[config.mk]
export PLATFORM = sky130hd
export DESIGN_NAME = asid_tlb
export DESIGN_NICKNAME = d
export VERILOG_FILES = /design/src/rtl/tlb_pkg.sv /design/src/rtl/tlb_slot.sv /design/src/rtl/tlb_lru.sv /design/src/rtl/asid_tlb.sv
export SDC_FILE = /design/constraint.sdc
export NUM_CORES = 2
export LEC_CHECK = 0
export BUFFER_PORTS_ARGS = -buffer_cell sky130_fd_sc_hd__buf_2
export CORE_MARGIN = 2
export CORE_UTILIZATION = 40
export DETAILED_ROUTE_END_ITERATION = 10
export GPL_ROUTABILITY_DRIVEN = 0
export MAX_ROUTING_LAYER = met4
export PLACE_DENSITY = 0.62
export SKIP_LAST_GASP = 1
export SLEW_MARGIN = 20
export SYNTH_ARGS = -nofsm -noshare
export SYNTH_HDL_FRONTEND = slang
export SYNTH_SLANG_ARGS = --single-unit
[constraint.sdc]
create_clock -name clk_i -period 7.3 [get_ports clk_i]
set_input_delay 1.095 -clock clk_i [delete_from_list [all_inputs] [get_ports clk_i]]
set_output_delay 1.095 -clock clk_i [all_outputs]
set_load 0.005 [all_outputs]
[src/rtl/tlb_pkg.sv]
`timescale 1ns/1ps
package tlb_pkg;
  typedef enum logic [1:0] {PG_4K = 2'd0, PG_2M = 2'd1, PG_1G = 2'd2} pg_size_e;
  typedef enum logic [1:0] {ACC_LOAD = 2'd0, ACC_STORE = 2'd1, ACC_FETCH = 2'd2} acc_e;

  localparam int unsigned OFS_W   = 12;
  localparam int unsigned SUPER_W = 18;

  // page-number bits ignored by an entry of the given size
  function automatic logic [SUPER_W-1:0] size_mask(logic [1:0] sz);
    case (sz)
      2'd0:    size_mask = '0;
      2'd1:    size_mask = 18'h001FF;
      default: size_mask = 18'h3FFFF;
    endcase
  endfunction
endpackage

[src/rtl/tlb_slot.sv]
`timescale 1ns/1ps
module tlb_slot #(
  parameter int unsigned VPN_W  = 36,
  parameter int unsigned PPN_W  = 28,
  parameter int unsigned ASID_W = 8
) (
  input  logic              clk_i,
  input  logic              rst_ni,
  input  logic              flush_i,
  input  logic              we_i,
  input  logic [VPN_W-1:0]  wr_vpn_i,
  input  logic [PPN_W-1:0]  wr_ppn_i,
  input  logic [ASID_W-1:0] wr_asid_i,
  input  logic [1:0]        wr_size_i,
  input  logic              wr_glob_i,
  input  logic [3:0]        wr_perm_i,
  input  logic              inv_i,
  input  logic [VPN_W-1:0]  inv_vpn_i,
  input  logic [VPN_W-1:0]  lk_vpn_i,
  input  logic [ASID_W-1:0] lk_asid_i,
  output logic              valid_o,
  output logic              match_o,
  output logic [PPN_W-1:0]  ppn_o,
  output logic [3:0]        perm_o
);
  import tlb_pkg::*;
  localparam int unsigned HI_V = VPN_W - SUPER_W;

  logic              valid_q, glob_q;
  logic [VPN_W-1:0]  vpn_q;
  logic [PPN_W-1:0]  ppn_q;
  logic [ASID_W-1:0] asid_q;
  logic [1:0]        size_q;
  logic [3:0]        perm_q;

  logic [SUPER_W-1:0] ign;
  logic               lk_tag_eq, inv_tag_eq, inv_hit;

  assign ign        = size_mask(size_q);
  assign lk_tag_eq  = (lk_vpn_i[VPN_W-1:SUPER_W] == vpn_q[VPN_W-1:SUPER_W]) &&
                      (((lk_vpn_i[SUPER_W-1:0] ^ vpn_q[SUPER_W-1:0]) & ~ign) == '0);
  assign inv_tag_eq = (inv_vpn_i[VPN_W-1:SUPER_W] == vpn_q[VPN_W-1:SUPER_W]) &&
                      (((inv_vpn_i[SUPER_W-1:0] ^ vpn_q[SUPER_W-1:0]) & ~ign) == '0);
  assign inv_hit    = valid_q & inv_tag_eq;

  assign valid_o = valid_q;
  assign match_o = valid_q & lk_tag_eq & (glob_q | (asid_q == lk_asid_i));
  assign ppn_o   = {ppn_q[PPN_W-1:SUPER_W],
                    (ppn_q[SUPER_W-1:0] & ~ign) | (lk_vpn_i[SUPER_W-1:0] & ign)};
  assign perm_o  = perm_q;

  always_ff @(posedge clk_i or negedge rst_ni) begin
    if (!rst_ni) begin
      valid_q <= 1'b0;
      glob_q  <= 1'b0;
      vpn_q   <= '0;
      ppn_q   <= '0;
      asid_q  <= '0;
      size_q  <= 2'd0;
      perm_q  <= '0;
    end else if (flush_i) begin
      valid_q <= 1'b0;
    end else if (we_i) begin
      valid_q <= 1'b1;
      glob_q  <= wr_glob_i;
      vpn_q   <= wr_vpn_i;
      ppn_q   <= wr_ppn_i;
      asid_q  <= wr_asid_i;
      size_q  <= wr_size_i;
      perm_q  <= wr_perm_i;
    end else if (inv_i && inv_hit) begin
      valid_q <= 1'b0;
    end
  end

  assert_fill_sets_R7: assert property (@(posedge clk_i) disable iff (!rst_ni)
    we_i && !flush_i |=> valid_q);

  assert_inv_clears_R9: assert property (@(posedge clk_i) disable iff (!rst_ni)
    inv_i && inv_hit && !we_i && !flush_i |=> !valid_q);

  if (HI_V == 0) begin : g_chk_w
    initial assert (VPN_W > SUPER_W) else $error("VPN_W too small");
  end
endmodule

[src/rtl/tlb_lru.sv]
`timescale 1ns/1ps
module tlb_lru #(
  parameter int unsigned DEPTH = 16
) (
  input  logic             clk_i,
  input  logic             rst_ni,
  input  logic             touch_i,
  input  logic [DEPTH-1:0] touch_oh_i,
  input  logic [DEPTH-1:0] valid_i,
  output logic [DEPTH-1:0] victim_oh_o
);
  localparam int unsigned AW = (DEPTH > 1) ? $clog2(DEPTH) : 1;
  localparam logic [AW-1:0] OLDEST = AW'(DEPTH - 1);

  // ages form a permutation of 0..DEPTH-1; 0 is newest
  logic [AW-1:0]    age_q [DEPTH];
  logic [AW-1:0]    touched_age;
  logic [DEPTH-1:0] free_oh, old_oh;
  logic             have_free;

  always_comb begin
    touched_age = '0;
    for (int i = 0; i < DEPTH; i++)
      if (touch_oh_i[i]) touched_age = touched_age | age_q[i];
  end

  always_comb begin
    free_oh   = '0;
    have_free = 1'b0;
    for (int i = 0; i < DEPTH; i++) begin
      old_oh[i] = (age_q[i] == OLDEST);
      if (!valid_i[i] && !have_free) begin
        free_oh[i] = 1'b1;
        have_free  = 1'b1;
      end
    end
  end

  assign victim_oh_o = have_free ? free_oh : old_oh;

  always_ff @(posedge clk_i or negedge rst_ni) begin
    if (!rst_ni) begin
      for (int i = 0; i < DEPTH; i++) age_q[i] <= AW'(i);
    end else if (touch_i) begin
      for (int i = 0; i < DEPTH; i++) begin
        if (touch_oh_i[i])                age_q[i] <= '0;
        else if (age_q[i] < touched_age)  age_q[i] <= age_q[i] + 1'b1;
      end
    end
  end

  assert_lru_single_oldest_R8: assert property (@(posedge clk_i) disable iff (!rst_ni)
    (&valid_i) |-> $onehot(old_oh));

  assert_victim_free_R7: assert property (@(posedge clk_i) disable iff (!rst_ni)
    !(&valid_i) |-> $onehot(victim_oh_o) && ((victim_oh_o & valid_i) == '0));
endmodule

[src/rtl/asid_tlb.sv]
`timescale 1ns/1ps
module asid_tlb #(
  parameter int unsigned VA_W   = 48,
  parameter int unsigned PA_W   = 40,
  parameter int unsigned ASID_W = 8,
  parameter int unsigned DEPTH  = 16
) (
  input  logic                     clk_i,
  input  logic                     rst_ni,
  input  logic                     lk_valid_i,
  input  logic [VA_W-1:0]          lk_vaddr_i,
  input  logic [ASID_W-1:0]        lk_asid_i,
  input  logic [1:0]               lk_acc_i,
  input  logic                     lk_user_i,
  output logic                     lk_hit_o,
  output logic                     lk_miss_o,
  output logic                     lk_fault_o,
  output logic [PA_W-1:0]          lk_paddr_o,
  input  logic                     fill_valid_i,
  input  logic [VA_W-13:0]         fill_vpn_i,
  input  logic [PA_W-13:0]         fill_ppn_i,
  input  logic [ASID_W-1:0]        fill_asid_i,
  input  logic [1:0]               fill_size_i,
  input  logic                     fill_global_i,
  input  logic [3:0]               fill_perm_i,
  input  logic                     inv_page_i,
  input  logic [VA_W-13:0]         inv_vpn_i,
  input  logic                     flush_all_i
);
  import tlb_pkg::*;
  localparam int unsigned VPN_W = VA_W - OFS_W;
  localparam int unsigned PPN_W = PA_W - OFS_W;

  logic [VPN_W-1:0] lk_vpn;
  logic [DEPTH-1:0] valid_vec, match_vec, victim_oh, fill_we, touch_oh;
  logic [PPN_W-1:0] slot_ppn  [DEPTH];
  logic [3:0]       slot_perm [DEPTH];
  logic [PPN_W-1:0] sel_ppn;
  logic [3:0]       sel_perm;
  logic             any_match, perm_bad, touch_en, fill_go;

  assign lk_vpn = lk_vaddr_i[VA_W-1:OFS_W];

  for (genvar g = 0; g < DEPTH; g++) begin : g_slot
    tlb_slot #(.VPN_W(VPN_W), .PPN_W(PPN_W), .ASID_W(ASID_W)) u_slot (
      .clk_i    (clk_i),
      .rst_ni   (rst_ni),
      .flush_i  (flush_all_i),
      .we_i     (fill_we[g]),
      .wr_vpn_i (fill_vpn_i),
      .wr_ppn_i (fill_ppn_i),
      .wr_asid_i(fill_asid_i),
      .wr_size_i(fill_size_i),
      .wr_glob_i(fill_global_i),
      .wr_perm_i(fill_perm_i),
      .inv_i    (inv_page_i),
      .inv_vpn_i(inv_vpn_i),
      .lk_vpn_i (lk_vpn),
      .lk_asid_i(lk_asid_i),
      .valid_o  (valid_vec[g]),
      .match_o  (match_vec[g]),
      .ppn_o    (slot_ppn[g]),
      .perm_o   (slot_perm[g])
    );
  end

  // AND-OR select; fills never create overlapping entries
  always_comb begin
    sel_ppn  = '0;
    sel_perm = '0;
    for (int i = 0; i < DEPTH; i++) begin
      if (match_vec[i]) begin
        sel_ppn  = sel_ppn  | slot_ppn[i];
        sel_perm = sel_perm | slot_perm[i];
      end
    end
  end

  assign any_match = |match_vec;

  always_comb begin
    perm_bad = lk_user_i & ~sel_perm[3];
    case (lk_acc_i)
      ACC_STORE: perm_bad = perm_bad | ~sel_perm[1];
      ACC_FETCH: perm_bad = perm_bad | ~sel_perm[2];
      default:   perm_bad = perm_bad | ~sel_perm[0];
    endcase
  end

  assign lk_hit_o   = lk_valid_i & any_match & ~perm_bad;
  assign lk_fault_o = lk_valid_i & any_match &  perm_bad;
  assign lk_miss_o  = lk_valid_i & ~any_match;
  assign lk_paddr_o = lk_hit_o ? {sel_ppn, lk_vaddr_i[OFS_W-1:0]} : '0;

  tlb_lru #(.DEPTH(DEPTH)) u_lru (
    .clk_i      (clk_i),
    .rst_ni     (rst_ni),
    .touch_i    (touch_en),
    .touch_oh_i (touch_oh),
    .valid_i    (valid_vec),
    .victim_oh_o(victim_oh)
  );

  assign fill_go  = fill_valid_i & ~flush_all_i;
  assign fill_we  = fill_valid_i ? victim_oh : '0;
  assign touch_en = fill_go | (lk_valid_i & any_match);
  assign touch_oh = fill_go ? victim_oh : match_vec;

  assert_outcome_onehot_R6: assert property (@(posedge clk_i) disable iff (!rst_ni)
    lk_valid_i |-> $onehot({lk_hit_o, lk_miss_o, lk_fault_o}));

  assert_idle_quiet_R6: assert property (@(posedge clk_i) disable iff (!rst_ni)
    !lk_valid_i |-> !(lk_hit_o | lk_miss_o | lk_fault_o) && (lk_paddr_o == '0));

  assert_flush_empties_R10: assert property (@(posedge clk_i) disable iff (!rst_ni)
    flush_all_i |=> (valid_vec == '0));

  assert_fill_grows_R7: assert property (@(posedge clk_i) disable iff (!rst_ni)
    fill_valid_i && !flush_all_i && !inv_page_i && !(&valid_vec)
    |=> $countones(valid_vec) == $countones($past(valid_vec)) + 1);
endmodule

-- After elaboration in Yosys (flattened, before gate mapping)
Index checks and enable logic that the tools add are counted.
- add/sub/neg operators: 16
- $lt $le $gt $ge: 16
- eq/ne operators: 82
- multiplexer cells: 180
- bitwise gates (word level): 254
- reduce and logical (&&, ||, !) cells: 205
- operators with widths (operator ; number):
    18-bit bitwise AND ; 64
    18-bit equality test ; 32
    18-bit logical NOT ; 32
    18-bit case mux with 2 select lines ; 16
    18-bit bitwise XOR ; 32
    28-bit 2-to-1 mux ; 16
    28-bit bitwise OR ; 15
    18-bit inverter ; 16
    18-bit bitwise OR ; 16
    4-bit 2-to-1 mux ; 64
    8-bit equality test ; 16
    4-bit bitwise OR ; 30
    1-bit 2-to-1 mux ; 79
    4-bit by 1-bit adder with 4-bit output (second input constant) ; 16
    4-bit equality test (second input constant) ; 16
    4-bit less-than comparator ; 16
    2-bit AND reduction ; 32
    1-bit logical AND ; 63
    1-bit bitwise AND ; 54
    16-bit 2-to-1 mux ; 3
    3-bit nonzero test ; 16
    40-bit 2-to-1 mux ; 1
    2-bit by 1-bit equality test with 1-bit output (second input constant) ; 17
    2-bit logical NOT ; 16
    7 further kinds ; 75
- flip-flop bits (word level): 1344
- bits of input ports: 180

-- Depth between registers and ports, before layout
- word-level depth: 81
- gate-level depth with buffers: 23

-- Cells and area by module
Synthesis repeated with hierarchy kept, for this count alone.
- cells, all modules: 6202
- area total of the unflattened synthesis: 76189.3 sq um
- modules (own cells, without submodules) (module ; instances ; cells each ; area each (sq um) ; sequential area each (sq um)):
    tlb_slot ; 16 ; 316 ; 4162.7 ; 2001.9
    tlb_lru ; 1 ; 615 ; 5905.7 ; 1641.6
    asid_tlb ; 1 ; 531 ; 3679.8 ; 0.0

-- Worst setup path after synthesis
OpenSTA, ideal clock, no wires.
- path type: input -> register
- start point: in lk_vaddr_i[14]
- end point: reg u_lru.age_q[30] in the netlist's numbering
- data arrival time: 5.995 ns
- data required time: 7.234 ns
- slack: 1.239 ns
- cell stages on the path: 20
- cells stage by stage: buf_2 -> buf_2 -> buf_2 -> xor2_1 -> nor4_1 -> nand4_1 -> o2bb2ai_1 -> or2_2 -> clkbuf_1 -> o21ai_0 -> a22oi_1 -> nand2_1 -> a221oi_1 -> nand4_1 -> a211oi_1 -> ha_1 -> and3_1 -> a2111o_1 -> or4_1 -> nand2_1
- word-level cells in the longest chain between the ends: 41
- ends and longest elaborated chain (element ; line ; RTL):
    from (decl) ; asid_tlb.sv:11 ; input logic [VA_W-1:0] lk_vaddr_i,
    18-bit bitwise XOR ; tlb_slot.sv:41 ; (((lk_vpn_i[SUPER_W-1:0] ^ vpn_q[SUPER_W-1:0]) & ~ign) == '0);
    18-bit bitwise AND ; tlb_slot.sv:41 ;
    18-bit logical NOT ; tlb_slot.sv:41 ;
    1-bit logical AND ; tlb_slot.sv:40 ; assign lk_tag_eq = (lk_vpn_i[VPN_W-1:SUPER_W] == vpn_q[VPN_W-1:SUPER_W]) &&
    1-bit bitwise AND (2 in series) ; tlb_slot.sv:47 ; assign match_o = valid_q & lk_tag_eq & (glob_q | (asid_q == lk_asid_i));
    16-bit 2-to-1 mux ; asid_tlb.sv:107 ; assign touch_oh = fill_go ? victim_oh : match_vec;
    4-bit 2-to-1 mux ; tlb_lru.sv:24 ; if (touch_oh_i[i]) touched_age = touched_age | age_q[i];
    4-bit bitwise OR ; tlb_lru.sv:24 ;
    (+24 left out) ; - ;
    4-bit 2-to-1 mux ; tlb_lru.sv:24 ;
    4-bit bitwise OR ; tlb_lru.sv:24 ;
    4-bit 2-to-1 mux ; tlb_lru.sv:24 ;
    4-bit bitwise OR ; tlb_lru.sv:24 ;
    4-bit 2-to-1 mux ; tlb_lru.sv:24 ;
    4-bit less-than comparator ; tlb_lru.sv:47 ; else if (age_q[i] < touched_age) age_q[i] <= age_q[i] + 1'b1;
    2-bit nonzero test (no source line) ; - ;
    2-bit AND reduction (no source line) ; - ;
    to (signal, indexed assignment) ; tlb_lru.sv:46 ; if (touch_oh_i[i]) age_q[i] <= '0;
    to (decl) ; tlb_lru.sv:16 ; logic [AW-1:0] age_q [DEPTH];
Parallel ways exist; a longest one is shown, timed or not.
A chain may end at the register's enable or synchronous reset.

-- Final worst setup path
- start point: in lk_asid_i[6]
- end point: out lk_paddr_o[12]
- word-level cells in the longest chain between the ends: 41
- ends and longest elaborated chain (element ; line ; RTL):
    from (decl) ; asid_tlb.sv:12 ; input logic [ASID_W-1:0] lk_asid_i,
    8-bit equality test ; tlb_slot.sv:47 ;
    1-bit bitwise OR ; tlb_slot.sv:47 ;
    1-bit bitwise AND ; tlb_slot.sv:47 ;
    4-bit 2-to-1 mux ; asid_tlb.sv:72 ; if (match_vec[i]) begin
    4-bit bitwise OR ; asid_tlb.sv:74 ; sel_perm = sel_perm | slot_perm[i];
    4-bit 2-to-1 mux ; asid_tlb.sv:72 ;
    4-bit bitwise OR ; asid_tlb.sv:74 ;
    4-bit 2-to-1 mux ; asid_tlb.sv:72 ;
    (+25 left out) ; - ;
    4-bit 2-to-1 mux ; asid_tlb.sv:72 ;
    1-bit inverter ; asid_tlb.sv:82 ; perm_bad = lk_user_i & ~sel_perm[3];
    1-bit bitwise AND ; asid_tlb.sv:82 ;
    1-bit bitwise OR (on tied branches) ; asid_tlb.sv:86, asid_tlb.sv:84, asid_tlb.sv:85 ;
    1-bit case mux with 2 select lines ; asid_tlb.sv:83 ; case (lk_acc_i)
    1-bit inverter ; asid_tlb.sv:90 ; assign lk_hit_o = lk_valid_i & any_match & ~perm_bad;
    1-bit bitwise AND ; asid_tlb.sv:90 ;
    40-bit 2-to-1 mux (*) ; asid_tlb.sv:93 ; assign lk_paddr_o = lk_hit_o ? {sel_ppn, lk_vaddr_i[OFS_W-1:0]} : '0;
    to (decl) ; asid_tlb.sv:18 ; output logic [PA_W-1:0] lk_paddr_o,
Every way passes the cells marked *; elsewhere a longest branch is shown, timed or not.

==> flow_summary.toml <==
[floorplanning]
die_area_um2 = 192000
die_x_um = 438
rows = 159
die_y_um = 438
ioPinCount = 223
core_area_um2 = 188000
start_util_pct = 40.2

[clock_network]
htreeDepth = 4
ctsHoldBuffers = 0
cts_tree = "built"
post_cts_buffers = 0
cts_made_buffers = 152
clk_pin_slew_ns = 0.06
insertion_delay_ns = 0.82
cts_root_buf = "clkbuf_16"
cts.sinks = 1344
cts_resized = 0
cts_max_path_buffers = 3

[sta]
slew_headroom_pct = 19.9
rsz0062_at_grt = "false"
max_freq_ghz = 0.148
hold_viol = 0
timing.setup.tns_ns = 0
min_period_ns = 6.76
finalSetupViolations = 0
maxSlewViolCount = 0
tightestPinTransition_ns = 1.19
fin_crit_sh_pct = 92.6
clock_skew_ns = 0.0361

[synthesis]
synth_compound_area_share_pct = 5.70
synthesis.nets = 6843
avgSynthCellArea_um2 = 11.4
yosys.area.top_type = "dfrtp_1"
synth.distinct_cells = 90
synthMuxAreaShare_pct = 21.6
synth_area_leaders = "dfrtp_1 43%, mux2_2 18%, xor2_1 7.6%"
syn-cell-area_um2 = 75500
yosys_register_bits = 1344
syn_inst = 6597
synthSimpleGateAreaFrac_pct = 8.91
synth_warnings = 0
synth-edff-count = 0
synth-main-ff-cell = "dfrtp_1"
synth_top_family_by_area = "multiplexers"
async_flop_share_pct = 100
synthXorXnorAreaFrac_pct = 14.9
synth-adder-area-share_pct = 1.09
yosysSeqAreaShare_pct = 44.6
netlist_top_cells_count = "1312 x dfrtp_1, 1228 x mux2_2, 655 x xor2_1, 629 x xnor2_1, 378 x clkbuf_1"
synth_top_area_share_pct = 43.5
synth.most_common_cell = "dfrtp_1"

[outcome]
status = "finished clean"

[drt]
ant_nets = 0
first_iter_violations = 5973
drc_errors = 0
viasPerCell = 6.07
drt_first_pass_iters = 9
routedWlPerCell_um = 29.9
drt-total-wl_mm = 279
via_count = 56500

[setup_path]
cp_cell_sequence = "buf_2 > buf_4 > xor2_1 > nor4_1 > a21oi_1 > buf_4 > nor4b_1 > and3_2 > nor4_1 > a41oi_2 > nor3b_4 > buf_12 > a21boi_0 > buf_2"
cp_max_fo = 41
worst-r2r-setup-slack_ns = 1.87
timing.rr.start = "g_slot[0].u_slot.valid_o"
r2r_end = "u_lru.age_q[30]"
critPathTopFamily = "simple AND/OR/NAND/NOR gates"
critPathBufInv = 5
reg2reg_depth = 14
slowest_stage = "nor4b_1"
cp.arrival_ns = 5.66
worstSetupPathType = "in2out"
max_stage_delay_ns = 0.92
critPathLaunchType = "input pin"
critPathCaptureType = "output port"
required_ns = 6.20

[global_route]
track_usage_pct = 29.5
grt_max_degree = 172
grt_pass1_wl_mm = 404
gr-total-overflow = 0
antenna_found_initial = 36
grt_pass1_vias = 56600

[place]
numPortBuffers = 222
dpl-instance-area_um2 = 79400
dp_hpwl_mm = 179

[power]
p_leak_nw = 39.0
power_density_nw_per_um2 = 233
worst_ir_drop_vdd_uv = 174

[layout]
fin_area_um2 = 84500
nNetsFinal = 6909
drive_above_1_share_pct = 29.6
area_growth_pct = 12.0

[min_path]
hold_class = "in2async"

[flow_run]
drv_cap = 0
-- power breakdown --
part / total [mW] / switching [mW] / internal, mW
clock: 7.80 / 3.29 / 4.51
combinational: 3.19 / 1.84 / 1.35
sequential: 8.70 / 0.651 / 8.05
-- layer usage --
layer  vias to the layer above  part of all wire (%)  global-route usage, %
met5                         -                     0                      -
met4                         0                   6.7                   17.1
met3                       841                   8.7                   6.20
met2                      2797                    45                   44.2
met1                     29100                    40                   36.8
li1                      23700                     -                      -
-- sequential cells by signal, indices dropped and copies added (netlist names) --
| register | flops |
|---|---|
| g_slot.u_slot.valid_o | 16 |
| g_slot.u_slot.glob_q | 16 |
| g_slot.u_slot.perm_o | 64 |
| g_slot.u_slot.size_q | 32 |
| g_slot.u_slot.asid_q | 128 |
| g_slot.u_slot.ppn_q | 448 |
| u_lru.age_q | 64 |
| g_slot.u_slot.vpn_q | 576 |
-- kinds of logic after synthesis --
family | after synthesis
XOR/XNOR | 1284
multiplexers | 1473
AO/OA/AOI/OAI | 600
buffers and inverters | 569
adder cells (fa/ha/maj) | 66
AND/OR/NAND/NOR | 1261
flip-flops | 1344
-- metrics by stage --
stage          std cells  power (mW)  util (%)  hold slack, ns  setup slack [ns]
6_report            9309        19.7      45.1           0.229             0.541
4_1_cts             9284        19.7      45.0           0.300             0.665
2_1_floorplan       6597        10.7         -           0.438              1.24
3_5_place_dp        9004        11.9      42.3           0.455             0.693
3_3_place_gp        9004        11.8      42.3           0.449             0.724
5_1_grt             9306        20.4      45.1           0.314             0.327
-- worst max-delay path by stage --
stage,startpoint,endpoint,slack [ns],cells past startpoint
floorplan,lk_vaddr_i[14],u_lru.age_q[30],1.24,20
finish,lk_asid_i[6],lk_paddr_o[12],0.54,14
global placement,lk_asid_i[4],lk_paddr_o[26],0.72,13
global route,lk_asid_i[6],lk_paddr_o[17],0.33,14
detailed placement,lk_asid_i[4],lk_paddr_o[27],0.69,13
CTS,lk_asid_i[4],lk_paddr_o[27],0.66,13
-- final cells by class --
| class | instances | area (um^2) |
|---|---|---|
| fill | 17300 | 103000 |
| clock buffer | 227 | 4480 |
| sequential | 1344 | 33700 |
| inverter | 40 | 150 |
| multi-input combinational | 4684 | 39600 |
| clock inverter | 53 | 541 |
| antenna | 25 | 62.6 |
| tap | 2495 | 3120 |
| timing repair buffer | 441 | 2910 |
-- cell usage in the layout, fill, tap and decap left out, types with 12 or more instances in the layout --
master,netlist,final
dfrtp_1,1312,1312
mux2_2,1228,1228
xor2_1,655,655
xnor2_1,629,629
nand2_1,364,362
mux2i_1,245,245
buf_2,80,221
buf_4,25,208
nor4_1,208,206
nand4_1,202,202
clkbuf_16,0,158
o22ai_1,102,102
nor2_1,103,99
nand3_1,98,98
o21ai_0,90,88
nor3_1,86,84
ha_1,66,66
a21oi_1,67,62
a22oi_1,42,42
clkbuf_1,378,42
inv_1,40,40
and2_1,37,36
dfstp_2,32,32
and3_1,32,31
a22o_1,29,29
clkbuf_8,0,27
a222oi_1,26,26
clkinv_2,0,26
diode_2,0,25
a221oi_1,24,24
a21o_1,20,20
a31oi_1,21,19
a21boi_0,19,19
o2111ai_1,17,17
or4_1,16,16
nor2b_1,15,14
nand4b_1,13,13
nand2b_1,13,13
o221ai_1,12,12
buf_12,0,12
No activity file was read; power rests on OpenSTA's default activity.
